File: src/rtl/pin_mode_pkg.sv
package pin_mode_pkg;

  localparam int MODE_W = 2;

  typedef enum logic [MODE_W-1:0] {
    MODE_ALT    = 2'b00,
    MODE_RSVD   = 2'b01,
    MODE_PULLUP = 2'b10,
    MODE_FLOAT  = 2'b11
  } pin_mode_e;

endpackage

File: src/rtl/pin_mode_sync.sv
module pin_mode_sync #(
  parameter int WIDTH  = 8,
  parameter int STAGES = 2
) (
  input  logic             clk,
  input  logic             rst,
  input  logic [WIDTH-1:0] d_i,
  output logic [WIDTH-1:0] q_o
);

  logic [WIDTH-1:0] stage_q [STAGES];

  always_ff @(posedge clk) begin
    if (rst) stage_q[0] <= '0;
    else     stage_q[0] <= d_i;
  end

  for (genvar s = 1; s < STAGES; s++) begin : g_stage
    always_ff @(posedge clk) begin
      if (rst) stage_q[s] <= '0;
      else     stage_q[s] <= stage_q[s-1];
    end
  end

  assign q_o = stage_q[STAGES-1];

endmodule

File: src/rtl/pin_mode_ctl_reg.sv
module pin_mode_ctl_reg
  import pin_mode_pkg::*;
#(
  parameter int             NPINS     = 8,
  parameter logic [NPINS-1:0] KEEP_MASK = 8'hD0,
  localparam int            W         = NPINS * MODE_W
) (
  input  logic         clk,
  input  logic         por_rst,
  input  logic         man_rst,
  input  logic         strap_i,
  input  logic         wr_i,
  input  logic         rd_i,
  input  logic [W-1:0] wdata_i,
  output logic [W-1:0] rdata_o,
  output logic [W-1:0] ctl_o
);

  logic [W-1:0] img_strap_hi;
  logic [W-1:0] img_strap_lo;
  logic [W-1:0] ctl_q;
  logic [W-1:0] rdata_q;

  for (genvar g = 0; g < NPINS; g++) begin : g_img
    assign img_strap_hi[MODE_W*g +: MODE_W] = MODE_PULLUP;
    assign img_strap_lo[MODE_W*g +: MODE_W] = KEEP_MASK[g] ? MODE_PULLUP : MODE_ALT;
  end

  // Image re-selected every cycle of power-on reset: last cycle wins.
  always_ff @(posedge clk) begin
    if (por_rst) begin
      ctl_q   <= strap_i ? img_strap_hi : img_strap_lo;
      rdata_q <= '0;
    end else begin
      if (wr_i && !man_rst) ctl_q <= wdata_i;
      if (rd_i)             rdata_q <= ctl_q;
    end
  end

  assign ctl_o   = ctl_q;
  assign rdata_o = rdata_q;

  AST_MAN_RST_HOLDS: assert property (@(posedge clk) disable iff (por_rst)
    man_rst |=> $stable(ctl_q));

  AST_POR_IMAGE: assert property (@(posedge clk) disable iff (por_rst)
    $past(por_rst) |-> (ctl_q == ($past(strap_i) ? img_strap_hi : img_strap_lo)));

  AST_RD_ECHO: assert property (@(posedge clk) disable iff (por_rst)
    rd_i |=> (rdata_q == $past(ctl_q)));

endmodule

File: src/rtl/pin_mode_slice.sv
module pin_mode_slice
  import pin_mode_pkg::*;
(
  input  logic              clk,
  input  logic              rst,
  input  logic [MODE_W-1:0] mode_i,
  input  logic              alt_oe_i,
  input  logic              alt_out_i,
  input  logic              pad_sync_i,
  output logic              oe_o,
  output logic              out_o,
  output logic              pu_o,
  output logic              data_o
);

  logic is_alt;
  logic oe_q, out_q, pu_q, data_q;

  assign is_alt = (mode_i == MODE_ALT);

  always_ff @(posedge clk) begin
    if (rst) begin
      oe_q   <= 1'b0;
      out_q  <= 1'b0;
      pu_q   <= 1'b0;
      data_q <= 1'b0;
    end else begin
      oe_q   <= is_alt & alt_oe_i;
      out_q  <= is_alt & alt_out_i;
      pu_q   <= (mode_i == MODE_PULLUP);
      data_q <= !is_alt & pad_sync_i;
    end
  end

  assign oe_o   = oe_q;
  assign out_o  = out_q;
  assign pu_o   = pu_q;
  assign data_o = data_q;

  AST_OE_ALT_ONLY: assert property (@(posedge clk) disable iff (rst)
    oe_q |-> ($past(mode_i) == MODE_ALT));

  AST_PULL_MATCH: assert property (@(posedge clk) disable iff (rst)
    pu_q |-> ($past(mode_i) == MODE_PULLUP));

  AST_RSVD_QUIET: assert property (@(posedge clk) disable iff (rst)
    (mode_i == MODE_RSVD) |=> (!pu_q && !oe_q && !out_q));

endmodule

File: src/rtl/pin_mode_ctl.sv
module pin_mode_ctl
  import pin_mode_pkg::*;
#(
  parameter int NPINS       = 8,
  parameter int SYNC_STAGES = 2,
  parameter int STRAP_PIN   = 6,
  parameter logic [NPINS-1:0] KEEP_MASK = 8'hD0,
  localparam int W          = NPINS * MODE_W
) (
  input  logic             clk,
  input  logic             por_rst,
  input  logic             man_rst,
  input  logic             bus_wr,
  input  logic             bus_rd,
  input  logic [W-1:0]     bus_wdata,
  output logic [W-1:0]     bus_rdata,
  input  logic [NPINS-1:0] alt_oe_i,
  input  logic [NPINS-1:0] alt_out_i,
  input  logic [NPINS-1:0] pad_in,
  output logic [NPINS-1:0] pad_oe,
  output logic [NPINS-1:0] pad_out,
  output logic [NPINS-1:0] pull_en,
  output logic [NPINS-1:0] port_data
);

  logic             any_rst;
  logic [W-1:0]     ctl;
  logic [NPINS-1:0] pad_sync;

  assign any_rst = por_rst | man_rst;

  pin_mode_ctl_reg #(
    .NPINS     (NPINS),
    .KEEP_MASK (KEEP_MASK)
  ) u_ctl_reg (
    .clk     (clk),
    .por_rst (por_rst),
    .man_rst (man_rst),
    .strap_i (pad_in[STRAP_PIN]),
    .wr_i    (bus_wr),
    .rd_i    (bus_rd),
    .wdata_i (bus_wdata),
    .rdata_o (bus_rdata),
    .ctl_o   (ctl)
  );

  pin_mode_sync #(
    .WIDTH  (NPINS),
    .STAGES (SYNC_STAGES)
  ) u_sync (
    .clk (clk),
    .rst (any_rst),
    .d_i (pad_in),
    .q_o (pad_sync)
  );

  for (genvar p = 0; p < NPINS; p++) begin : g_pin
    pin_mode_slice u_slice (
      .clk        (clk),
      .rst        (any_rst),
      .mode_i     (ctl[MODE_W*p +: MODE_W]),
      .alt_oe_i   (alt_oe_i[p]),
      .alt_out_i  (alt_out_i[p]),
      .pad_sync_i (pad_sync[p]),
      .oe_o       (pad_oe[p]),
      .out_o      (pad_out[p]),
      .pu_o       (pull_en[p]),
      .data_o     (port_data[p])
    );
  end

  AST_QUIET_IN_RESET: assert property (@(posedge clk) disable iff (1'b0)
    $past(any_rst) && $past(any_rst, 2) |-> (pad_oe == '0 && pull_en == '0 && port_data == '0));

endmodule

File: config.mk
export PLATFORM = sky130hd
export DESIGN_NAME = pin_mode_ctl
export DESIGN_NICKNAME = d
export VERILOG_FILES = /design/src/rtl/pin_mode_pkg.sv /design/src/rtl/pin_mode_sync.sv /design/src/rtl/pin_mode_ctl_reg.sv /design/src/rtl/pin_mode_slice.sv /design/src/rtl/pin_mode_ctl.sv
export SDC_FILE = /design/constraint.sdc
export NUM_CORES = 1
export LEC_CHECK = 0
export BUFFER_PORTS_ARGS = -buffer_cell sky130_fd_sc_hd__buf_2
export CAP_MARGIN = 20
export CORE_UTILIZATION = 45
export CTS_CLUSTER_SIZE = 30
export DETAILED_ROUTE_END_ITERATION = 7
export GPL_TIMING_DRIVEN = 0
export PLACE_DENSITY = 0.81
export SLEW_MARGIN = 40
export SYNTH_ARGS = -nofsm -noshare
export SYNTH_HDL_FRONTEND = slang
export SYNTH_SLANG_ARGS = --single-unit
File: constraint.sdc
create_clock -name clk -period 1.6 [get_ports clk]
set_clock_uncertainty 0.15 [all_clocks]
set_input_delay 0.08 -clock clk [delete_from_list [all_inputs] [get_ports clk]]
set_output_delay 0.08 -clock clk [all_outputs]
set_load 0.05 [all_outputs]
==> results of run 1 <==
==> logic make-up after synthesis <==
kind of cell	after synthesis	synth area share (%)
AOI/OAI and AO/OA	6	1.150
buffers and inverters	49	11.72
DFF	80	62.27
muxes	16	5.661
and+or+nand+nor	86	19.20
==> final cells by class <==
cell class                      count  area (um^2)  area share [%]
Multi-Input combinational cell    108        735.7           18.44
Timing Repair Buffer              136        910.9           22.84
Clock inverter                      5        23.77          0.5960
Clock buffer                       11        131.4           3.294
Sequential cell                    80         1762           44.17
Inverter                            6        22.52          0.5646
Tap cell                           75        93.84           2.353
Buffer                             43        309.0           7.748
==> metal layers <==
metal  share of wire [%]  GRT usage [%]  vias up
met2                  52          33.00       74
met5                   0              0        -
li1                    -              -     1030
met3                 4.5          4.382       13
met4                 2.2          11.61        0
met1                  42          19.96      924
==> through the flow <==
stage	hold WS, ns	utilization [%]	setup TNS (ns)	total power [mW]
CTS	0.008633	66.58	0	4.030
detailed placement	0.1410	56.31	-0.4390	2.761
finish	0.02234	66.58	0	4.001
floorplan	0.05171	-	0	2.610
global placement	0.1372	56.31	-0.06066	2.749
global route	0.02224	66.58	0	4.185
==> power breakdown <==
group	switching (mW)	internal, mW
Sequential	0.0555	2.17
Combinational	0.341	0.244
Clock	0.648	0.546
Total	1.04	2.96
==> cell usage after synthesis, drive strengths merged <==
library cell | n | area, um^2
clkbuf | 6 | 22.52
nor3b | 16 | 170.2
and3 | 16 | 100.1
nor2 | 25 | 93.84
buf | 37 | 286.5
o21ai | 5 | 25.02
edfxtp | 16 | 480.5
and2 | 16 | 100.1
nand2 | 1 | 3.750
dfxtp | 64 | 1281
mux2i | 16 | 160.2
a21o | 1 | 7.510
nor2b | 8 | 50.05
inv | 6 | 22.52
or2 | 4 | 25.03
==> worst min-delay path, cell delays in order <==
cell,delay (ns)
sky130_fd_sc_hd__buf_6,0.11
sky130_fd_sc_hd__nor2_1,0.09
sky130_fd_sc_hd__and3_1,0.18
==> worst paths after layout <==
| check | endpoint | cells after the start | from | slack, ns |
|---|---|---|---|---|
| setup reg to reg | g_pin[6].u_slice.out_o$_SDFF_PP0_ | 2 | u_ctl_reg.ctl_o[12]$_SDFFCE_PP0P_ | 0.47 |
| hold reg to reg | u_sync.stage_q[1][7]$_SDFF_PP0_ | 1 | u_sync.stage_q[0][7]$_SDFF_PP0_ | 0.28 |
| setup / recovery | u_ctl_reg.ctl_o[8]$_SDFFCE_PP0P_ | 4 | man_rst | 0.08 |
| hold / removal | g_pin[3].u_slice.out_o$_SDFF_PP0_ | 3 | por_rst | 0.02 |
==> flip-flops by register name, summed over array words and instances, names as in the netlist <==
signal                count
g_pin.u_slice.oe_o        8
u_ctl_reg.ctl_o          16
u_sync.stage_q           16
u_ctl_reg.rdata_o        16
g_pin.u_slice.out_o       8
g_pin.u_slice.data_o      8
g_pin.u_slice.pu_o        8
==> reports/qor.json, run 1 <==
{
  "floorplanning": {
    "die_y_um": 81.29,
    "floorplan.initialDensity_pct": 47.22,
    "fp-row-count": 28,
    "die_area_mm2": 0.006607,
    "design.portCount": 93,
    "die-width_um": 81.29,
    "placeableCoreArea_mm2": 0.005991
  },
  "timing": {
    "finalSetupViolCount": 0,
    "final.min_clock_period_ns": 1.521,
    "timing.final.ws_setup_ns": 0.07911,
    "max_freq_ghz": 0.6575,
    "final.period_utilization_pct": 95.06,
    "final_max_slew_viol_count": 0,
    "timing.slew.headroom_pct": 56.80,
    "worst_pin_slew_ns": 0.6480,
    "hold_violations": 0,
    "rsz0062_at_grt": "false"
  },
  "worst_setup_path": {
    "worst_path_largest_cell_delay_ns": 0.54,
    "cp.arrival_ns": 1.34,
    "crit_path_start_kind": "primary input",
    "crit_required_ns": 1.42,
    "critPathTopFamily": "buffers and inverters",
    "timing.setup.critical_path_class": "primary input to flop",
    "end_kind": "flop",
    "worst-path-buf-inv": 3,
    "timing.critical_path.fanout_max": 16,
    "path_cells": "dlygate4sd3_1, buf_2, inv_1, a21o_1",
    "critPathSlowestCell": "sky130_fd_sc_hd__dlygate4sd3_1"
  },
  "worst_hold_path": {
    "timing.hold.worst.class": "primary input to flop"
  },
  "finish": {
    "flow.area_growth_from_synthesis_pct": 41.00,
    "nNetsFinal": 429,
    "diodes_inserted": 0,
    "fill_cells": 444,
    "mostFrequentLayoutCell": "sky130_fd_sc_hd__buf_2",
    "fin_cells": 464,
    "mostFrequentLayoutCells": "sky130_fd_sc_hd__buf_2, sky130_fd_sc_hd__dfxtp_1, sky130_fd_sc_hd__dlygate4sd3_1",
    "final_layout_size_suffix_gt1_share_pct": 38.82,
    "final_cell_area_mm2": 0.003989
  },
  "power_and_ir_drop": {
    "static-leakage-power_nw": 1.967,
    "vdd.ir_drop.worst_v": 0.0006414,
    "power_density_mw_per_mm2": 1003
  },
  "clock_tree": {
    "cts_post_setup_buffers_inserted": 0,
    "ctsHtreeMaxLevel": 3,
    "clk_pin_slew_worst_paths_ns": 0.07,
    "holdBufCountCts": 46,
    "cts_num_sinks": 80,
    "max-clock-path-buffers": 2,
    "cts_root_cell": "sky130_fd_sc_hd__clkbuf_8",
    "worst_skew_pair.late_latency_ns": 0.33,
    "ctsResizeCount": 0,
    "cts_tree": "built",
    "cts_made_buffers": 9
  },
  "drt": {
    "vias": 2041,
    "routed_wl_mm": 5.775,
    "dr.first_iter.drc_count": 91,
    "drt_antenna_net_count": 0,
    "post_drt_via_cell_ratio": 4.399,
    "routed_wire_length_per_instance_um": 12.45,
    "detail_route.drc_violations": 0,
    "dr.pass1.iters": 4
  },
  "global_route": {
    "grt_pass1_vias": 2004,
    "globalRoute.totalOverflow": 0,
    "grt_max_degree": 17,
    "gr-usage-all-layers_pct": 18.69,
    "wire_length_of_the_first_global_routing_pass_mm": 8.825,
    "antenna_found_initial": 0
  },
  "synth": {
    "ys_warn_count": 0,
    "synth_seq_cells": 80,
    "seq_area_frac_synth_pct": 62.27,
    "synth_nets": 282,
    "yosysUniqueCellTypes": 19,
    "synthesis.area_per_instance_um2": 11.94,
    "synth_cells": 237,
    "summed_instance_area_of_the_synthesized_netlist_mm2": 0.002829
  },
  "placement": {
    "post-place-ws_ns": -0.02789,
    "placedInstanceArea_mm2": 0.003373,
    "post-place-cells": 402,
    "port-buffer-count": 90,
    "gp_congestion": 0.7762,
    "detailed_place_hpwl_mm": 3.663
  },
  "flow_run": {
    "max_cap_viol_count": 0
  },
  "status": {
    "outcome": "completed"
  }
}
(Power assumes the default switching activity.)
==> inputs of run 2 (changes only) <==
CORE_MARGIN = 4   (was not set)
SLEW_MARGIN = 5   (was 40)
==> reports/qor.json, run 2 (synthesis gave the netlist of run 1 again) <==
{
  "finish": {
    "diodes_inserted": 0,
    "fill_cells": 473,
    "final_cell_area_mm2": 0.004034,
    "flow.area_growth_from_synthesis_pct": 42.59,
    "nNetsFinal": 428,
    "mostFrequentLayoutCell": "sky130_fd_sc_hd__buf_2",
    "final_layout_size_suffix_gt1_share_pct": 39.69,
    "fin_cells": 463,
    "mostFrequentLayoutCells": "sky130_fd_sc_hd__buf_2, sky130_fd_sc_hd__dfxtp_1, sky130_fd_sc_hd__dlygate4sd3_1",
    "postLayoutCoreUtil_pct": 66.94
  },
  "worst_setup_path": {
    "worstRegToRegCells": 2,
    "r2r_start": "u_ctl_reg.ctl_o[12]$_SDFFCE_PP0P_",
    "timing.setup.critical_path_class": "primary input to flop",
    "crit_path_start_kind": "primary input",
    "critical_path.reg2reg.endpoint": "g_pin[6].u_slice.out_o$_SDFF_PP0_",
    "reg2reg_setup_slack_ns": 0.47,
    "cp.arrival_ns": 1.40,
    "crit_required_ns": 1.53,
    "end_kind": "flop",
    "timing.critical_path.fanout_max": 1
  },
  "drt": {
    "detail_route.drc_violations": 0,
    "routed_wire_length_per_instance_um": 12.84,
    "dr.first_iter.drc_count": 42,
    "drt_antenna_net_count": 0,
    "post_drt_via_cell_ratio": 4.356,
    "dr.pass1.iters": 4,
    "vias": 2017,
    "routed_wl_mm": 5.947
  },
  "placement": {
    "gp_congestion": 0.7298,
    "port-buffer-count": 90,
    "post-place-ws_ns": -0.02111,
    "post-place-cells": 402,
    "detailed_place_hpwl_mm": 4.044,
    "placedInstanceArea_mm2": 0.003373
  },
  "clock_tree": {
    "worst_skew_pair.late_latency_ns": 0.33,
    "max-clock-path-buffers": 2,
    "ctsHtreeMaxLevel": 3,
    "clk_pin_slew_worst_paths_ns": 0.08,
    "cts_num_sinks": 80,
    "cts_made_buffers": 9,
    "cts_root_cell": "sky130_fd_sc_hd__clkbuf_8",
    "ctsResizeCount": 0,
    "cts_tree": "built"
  },
  "floorplanning": {
    "die_area_mm2": 0.007619,
    "floorplan.initialDensity_pct": 46.95,
    "die-width_um": 87.29,
    "die_y_um": 87.29,
    "design.portCount": 93,
    "placeableCoreArea_mm2": 0.006026,
    "fp-row-count": 28
  },
  "timing": {
    "timing.final.ws_setup_ns": 0.1352,
    "worst_pin_slew_ns": 0.6240,
    "final.period_utilization_pct": 91.55,
    "rsz0062_at_grt": "false",
    "timing.slew.headroom_pct": 58.40,
    "finalSetupViolCount": 0,
    "max_freq_ghz": 0.6827,
    "final.min_clock_period_ns": 1.465,
    "hold_violations": 0,
    "final_max_slew_viol_count": 0
  },
  "power_and_ir_drop": {
    "vdd.ir_drop.worst_v": 0.0006365,
    "power_density_mw_per_mm2": 1079,
    "static-leakage-power_nw": 1.995,
    "design_power_total_mw": 4.353
  },
  "flow_run": {
    "max_cap_viol_count": 0
  },
  "global_route": {
    "grt_pass1_vias": 1911,
    "grt_max_degree": 17,
    "wire_length_of_the_first_global_routing_pass_mm": 8.976,
    "grt_use_met3_pct": 3.595,
    "gr-usage-all-layers_pct": 15.66,
    "gr-usage-met1_pct": 17.10,
    "globalRoute.totalOverflow": 0,
    "grt.met2_usage_pct": 29.11,
    "antenna_found_initial": 0,
    "grt-busiest-layer": "met2"
  },
  "worst_hold_path": {
    "hp-start": "man_rst",
    "worst_hold_path.num_cells": 4,
    "worstHoldEndpoint": "g_pin[2].u_slice.pu_o$_SDFF_PP0_",
    "timing.hold.worst.class": "primary input to flop"
  },
  "status": {
    "outcome": "completed"
  }
}
## run 2: cell count changes in the layout (fill, tap and decap cells not counted), sizes merged
| cell | change |
|---|---|
| clkinv | +1 |
| dlygate4sd3 | -1 |
| bufinv | +2 |
| clkinvlp | -1 |
| clkbuf | -2 |
## run 2: how the worst max path moves through the flow
stage	startpoint	endpoint	cells after the start
after CTS	bus_wdata[0]	u_ctl_reg.ctl_o[0]$_SDFFCE_PP0P_	4
after detailed placement	por_rst	u_ctl_reg.ctl_o[3]$_DFFE_PP_	3
after global placement	por_rst	u_ctl_reg.ctl_o[3]$_DFFE_PP_	3
final	bus_wdata[4]	u_ctl_reg.ctl_o[4]$_SDFFCE_PP0P_	4
after floorplan	por_rst	u_ctl_reg.ctl_o[0]$_SDFFCE_PP0P_	3
after global routing	bus_wdata[4]	u_ctl_reg.ctl_o[4]$_SDFFCE_PP0P_	4
## run 2: power breakdown
part / leakage (nW) / internal (mW) / switching [mW]
Clock: 0.108 / 0.866 / 0.687
Sequential: 0.682 / 2.17 / 0.0538
Combinational: 1.20 / 0.242 / 0.339
## run 2: what timing repair did
item / CTS / global route
hold buffers: 45 / 0
endpoints found under the hold margin: 43 / 0
buffers inserted: 0 / 0
## run 2: metrics by stage
stage | hold slack (ns) | TNS, ns
2_1_floorplan | 0.05171 | 0
3_3_place_gp | 0.1309 | -0.06801
3_5_place_dp | 0.1333 | -0.3328
4_1_cts | 0.008047 | 0
5_1_grt | 0.03661 | 0
6_report | 0.02654 | 0
## run 2: cell type report
class / instances / area (um^2) / area share, %
Clock inverter: 7 / 86.33 / 2.140
Multi-Input combinational cell: 108 / 735.7 / 18.24
Inverter: 6 / 22.52 / 0.5583
Timing Repair Buffer: 135 / 900.9 / 22.33
Tap cell: 75 / 93.84 / 2.326
Buffer: 43 / 309.0 / 7.661
Sequential cell: 80 / 1762 / 43.67
Clock buffer: 9 / 123.9 / 3.071
## run 2: per-layer routing
metal / vias up / wire length, um
met1: 915 / 2363
met5: - / 0
met3: 6 / 323
met4: 0 / 57
li1: 1033 / -
met2: 63 / 3203
## run 2: critical path: stages
cell	delay, ns
sky130_fd_sc_hd__dlygate4sd3_1	0.52
sky130_fd_sc_hd__buf_2	0.11
sky130_fd_sc_hd__nor2b_1	0.13
sky130_fd_sc_hd__dlygate4sd3_1	0.55
==> inputs of run 3 (changes only) <==
REMOVE_ABC_BUFFERS = 1   (was not set)
==> reports/qor.json, run 3 (synthesis gave the netlist of run 1 again) <==
{
  "floorplanning": {
    "placeableCoreArea_mm2": 0.006026,
    "floorplan.initialDensity_pct": 46.95,
    "fp-row-count": 28,
    "die_y_um": 87.29,
    "die_area_mm2": 0.007619,
    "die-width_um": 87.29,
    "design.portCount": 93
  },
  "global_route": {
    "gr-usage-all-layers_pct": 15.49,
    "grt_pass1_vias": 1921,
    "wire_length_of_the_first_global_routing_pass_mm": 9.025,
    "globalRoute.totalOverflow": 0,
    "grt_max_degree": 37,
    "antenna_found_initial": 0
  },
  "drt": {
    "vias": 1882,
    "dr.pass1.iters": 4,
    "routed_wire_length_per_instance_um": 13.61,
    "detail_route.drc_violations": 0,
    "post_drt_via_cell_ratio": 4.502,
    "dr.first_iter.drc_count": 71,
    "drt_antenna_net_count": 0,
    "routed_wl_mm": 5.688
  },
  "timing": {
    "timing.slew.headroom_pct": 54.57,
    "final.period_utilization_pct": 85.58,
    "finalSetupViolCount": 0,
    "rsz0062_at_grt": "false",
    "hold_violations": 0,
    "timing.final.ws_setup_ns": 0.2307,
    "max_freq_ghz": 0.7303,
    "final_max_slew_viol_count": 0,
    "tns_ns": 0,
    "worst_pin_slew_ns": 0.6815,
    "final.min_clock_period_ns": 1.369
  },
  "worst_setup_path": {
    "critPathTopFamily": "compound AO/OA/AOI/OAI gates",
    "cp.arrival_ns": 1.18,
    "timing.critical_path.fanout_max": 36,
    "end_kind": "flop",
    "worst_path_largest_cell_delay_ns": 0.60,
    "crit_required_ns": 1.41,
    "path_cells": "buf_2, a21o_1",
    "worst-path-buf-inv": 1,
    "crit_path_start_kind": "primary input",
    "timing.setup.critical_path_class": "primary input to flop",
    "critPathSlowestCell": "sky130_fd_sc_hd__a21o_1",
    "crit_path_start": "por_rst",
    "r2r_start": "u_ctl_reg.ctl_o[4]$_SDFFCE_PP0P_"
  },
  "worst_hold_path": {
    "timing.hold.worst.class": "primary input to flop",
    "hp-start": "man_rst"
  },
  "clock_tree": {
    "cts_tree": "built",
    "worst_skew_pair.late_latency_ns": 0.33,
    "ctsHtreeMaxLevel": 3,
    "cts_num_sinks": 80,
    "clk_pin_slew_worst_paths_ns": 0.07,
    "max-clock-path-buffers": 2,
    "cts_root_cell": "sky130_fd_sc_hd__clkbuf_8",
    "cts_made_buffers": 9
  },
  "finish": {
    "final_cell_area_mm2": 0.003682,
    "postLayoutCoreUtil_pct": 61.11,
    "mostFrequentLayoutCell": "sky130_fd_sc_hd__buf_2",
    "flow.area_growth_from_synthesis_pct": 30.16,
    "mostFrequentLayoutCells": "sky130_fd_sc_hd__buf_2, sky130_fd_sc_hd__dfxtp_1, sky130_fd_sc_hd__dlygate4sd3_1",
    "nNetsFinal": 383,
    "diodes_inserted": 0,
    "final_layout_size_suffix_gt1_share_pct": 35.57
  },
  "placement": {
    "detailed_place_hpwl_mm": 3.542,
    "placedInstanceArea_mm2": 0.003088,
    "post-place-ws_ns": -0.3191,
    "port-buffer-count": 92,
    "gp_congestion": 0.6697
  },
  "power_and_ir_drop": {
    "static-leakage-power_nw": 1.769,
    "power.share.combinational_pct": 12.8,
    "power_density_mw_per_mm2": 1131,
    "design_power_total_mw": 4.163,
    "seq_power_share_pct": 53.3,
    "sw_frac_of_total_pct": 25.28,
    "internal_power_mw": 3.111,
    "vdd.ir_drop.worst_v": 0.0006543,
    "reported_net_switching_power_mw": 1.052,
    "power.share.clock_pct": 33.9
  },
  "status": {
    "outcome": "completed"
  },
  "flow_run": {
    "max_cap_viol_count": 0
  }
}
## run 3: cell types whose count changed in the layout (fill, tap and decap cells not counted), sizes merged
cell,delta
bufinv,-2
clkbuf,-1
dlygate4sd3,-5
buf,-34
clkinv,-3
## run 3: final timing paths
check / cells after the start / slack [ns] / endpoint
hold / removal: 3 / 0.05 / u_sync.stage_q[0][3]$_SDFF_PP0_
hold reg to reg: 1 / 0.28 / u_sync.stage_q[1][0]$_SDFF_PP0_
setup reg to reg: 2 / 0.55 / g_pin[2].u_slice.oe_o$_SDFF_PP0_
setup / recovery: 2 / 0.23 / u_ctl_reg.ctl_o[3]$_DFFE_PP_
## run 3: stage by stage
stage,instances,hold WS (ns)
2_1_floorplan,194,0.002383
3_3_place_gp,361,0.1303
3_5_place_dp,362,0.1331
4_1_cts,418,0.02793
5_1_grt,418,0.06608
6_report,418,0.04954
## run 3: worst register-to-register path: stages (launching register included)
cell and delay (ns):
sky130_fd_sc_hd__edfxtp_1 0.41, sky130_fd_sc_hd__nor2_1 0.24, sky130_fd_sc_hd__and3_1 0.19
## run 3: layer usage
metal / part of all wire [%] / vias up / track usage (%)
met5: 0 / - / 0
met4: 2.4 / 0 / 7.810
met3: 6.4 / 14 / 3.311
met2: 49 / 65 / 27.26
met1: 42 / 858 / 17.53
li1: - / 945 / -
## run 3: area by class of cell
cell class,instances,area [um^2]
fill,490,2344
tap,75,93.84
sequential,80,1762
multi-input combinational,108,738.2
inverter,6,22.52
clock inverter,2,10.01
clock buffer,14,183.9
timing repair buffer,133,872.1
## run 3: timing repair
| item | CTS | global route |
|---|---|---|
| hold buffers | 40 | 0 |
| buffers inserted | 0 | 0 |
| endpoints found under the hold margin | 40 | 0 |
| setup endpoints to repair | 0 | 8 |
| gates resized for setup | 0 | 1 |
## run 3: power by group through the flow
stage / registers [mW] / clock network, mW / logic, mW
global route: 2.23 / 1.53 / 0.575
CTS: 2.22 / 1.44 / 0.532
global placement: 2.26 / 0 / 0.448
floorplan: 2.43 / 0 / 0.123
finish: 2.22 / 1.41 / 0.532
detailed placement: 2.27 / 0 / 0.456
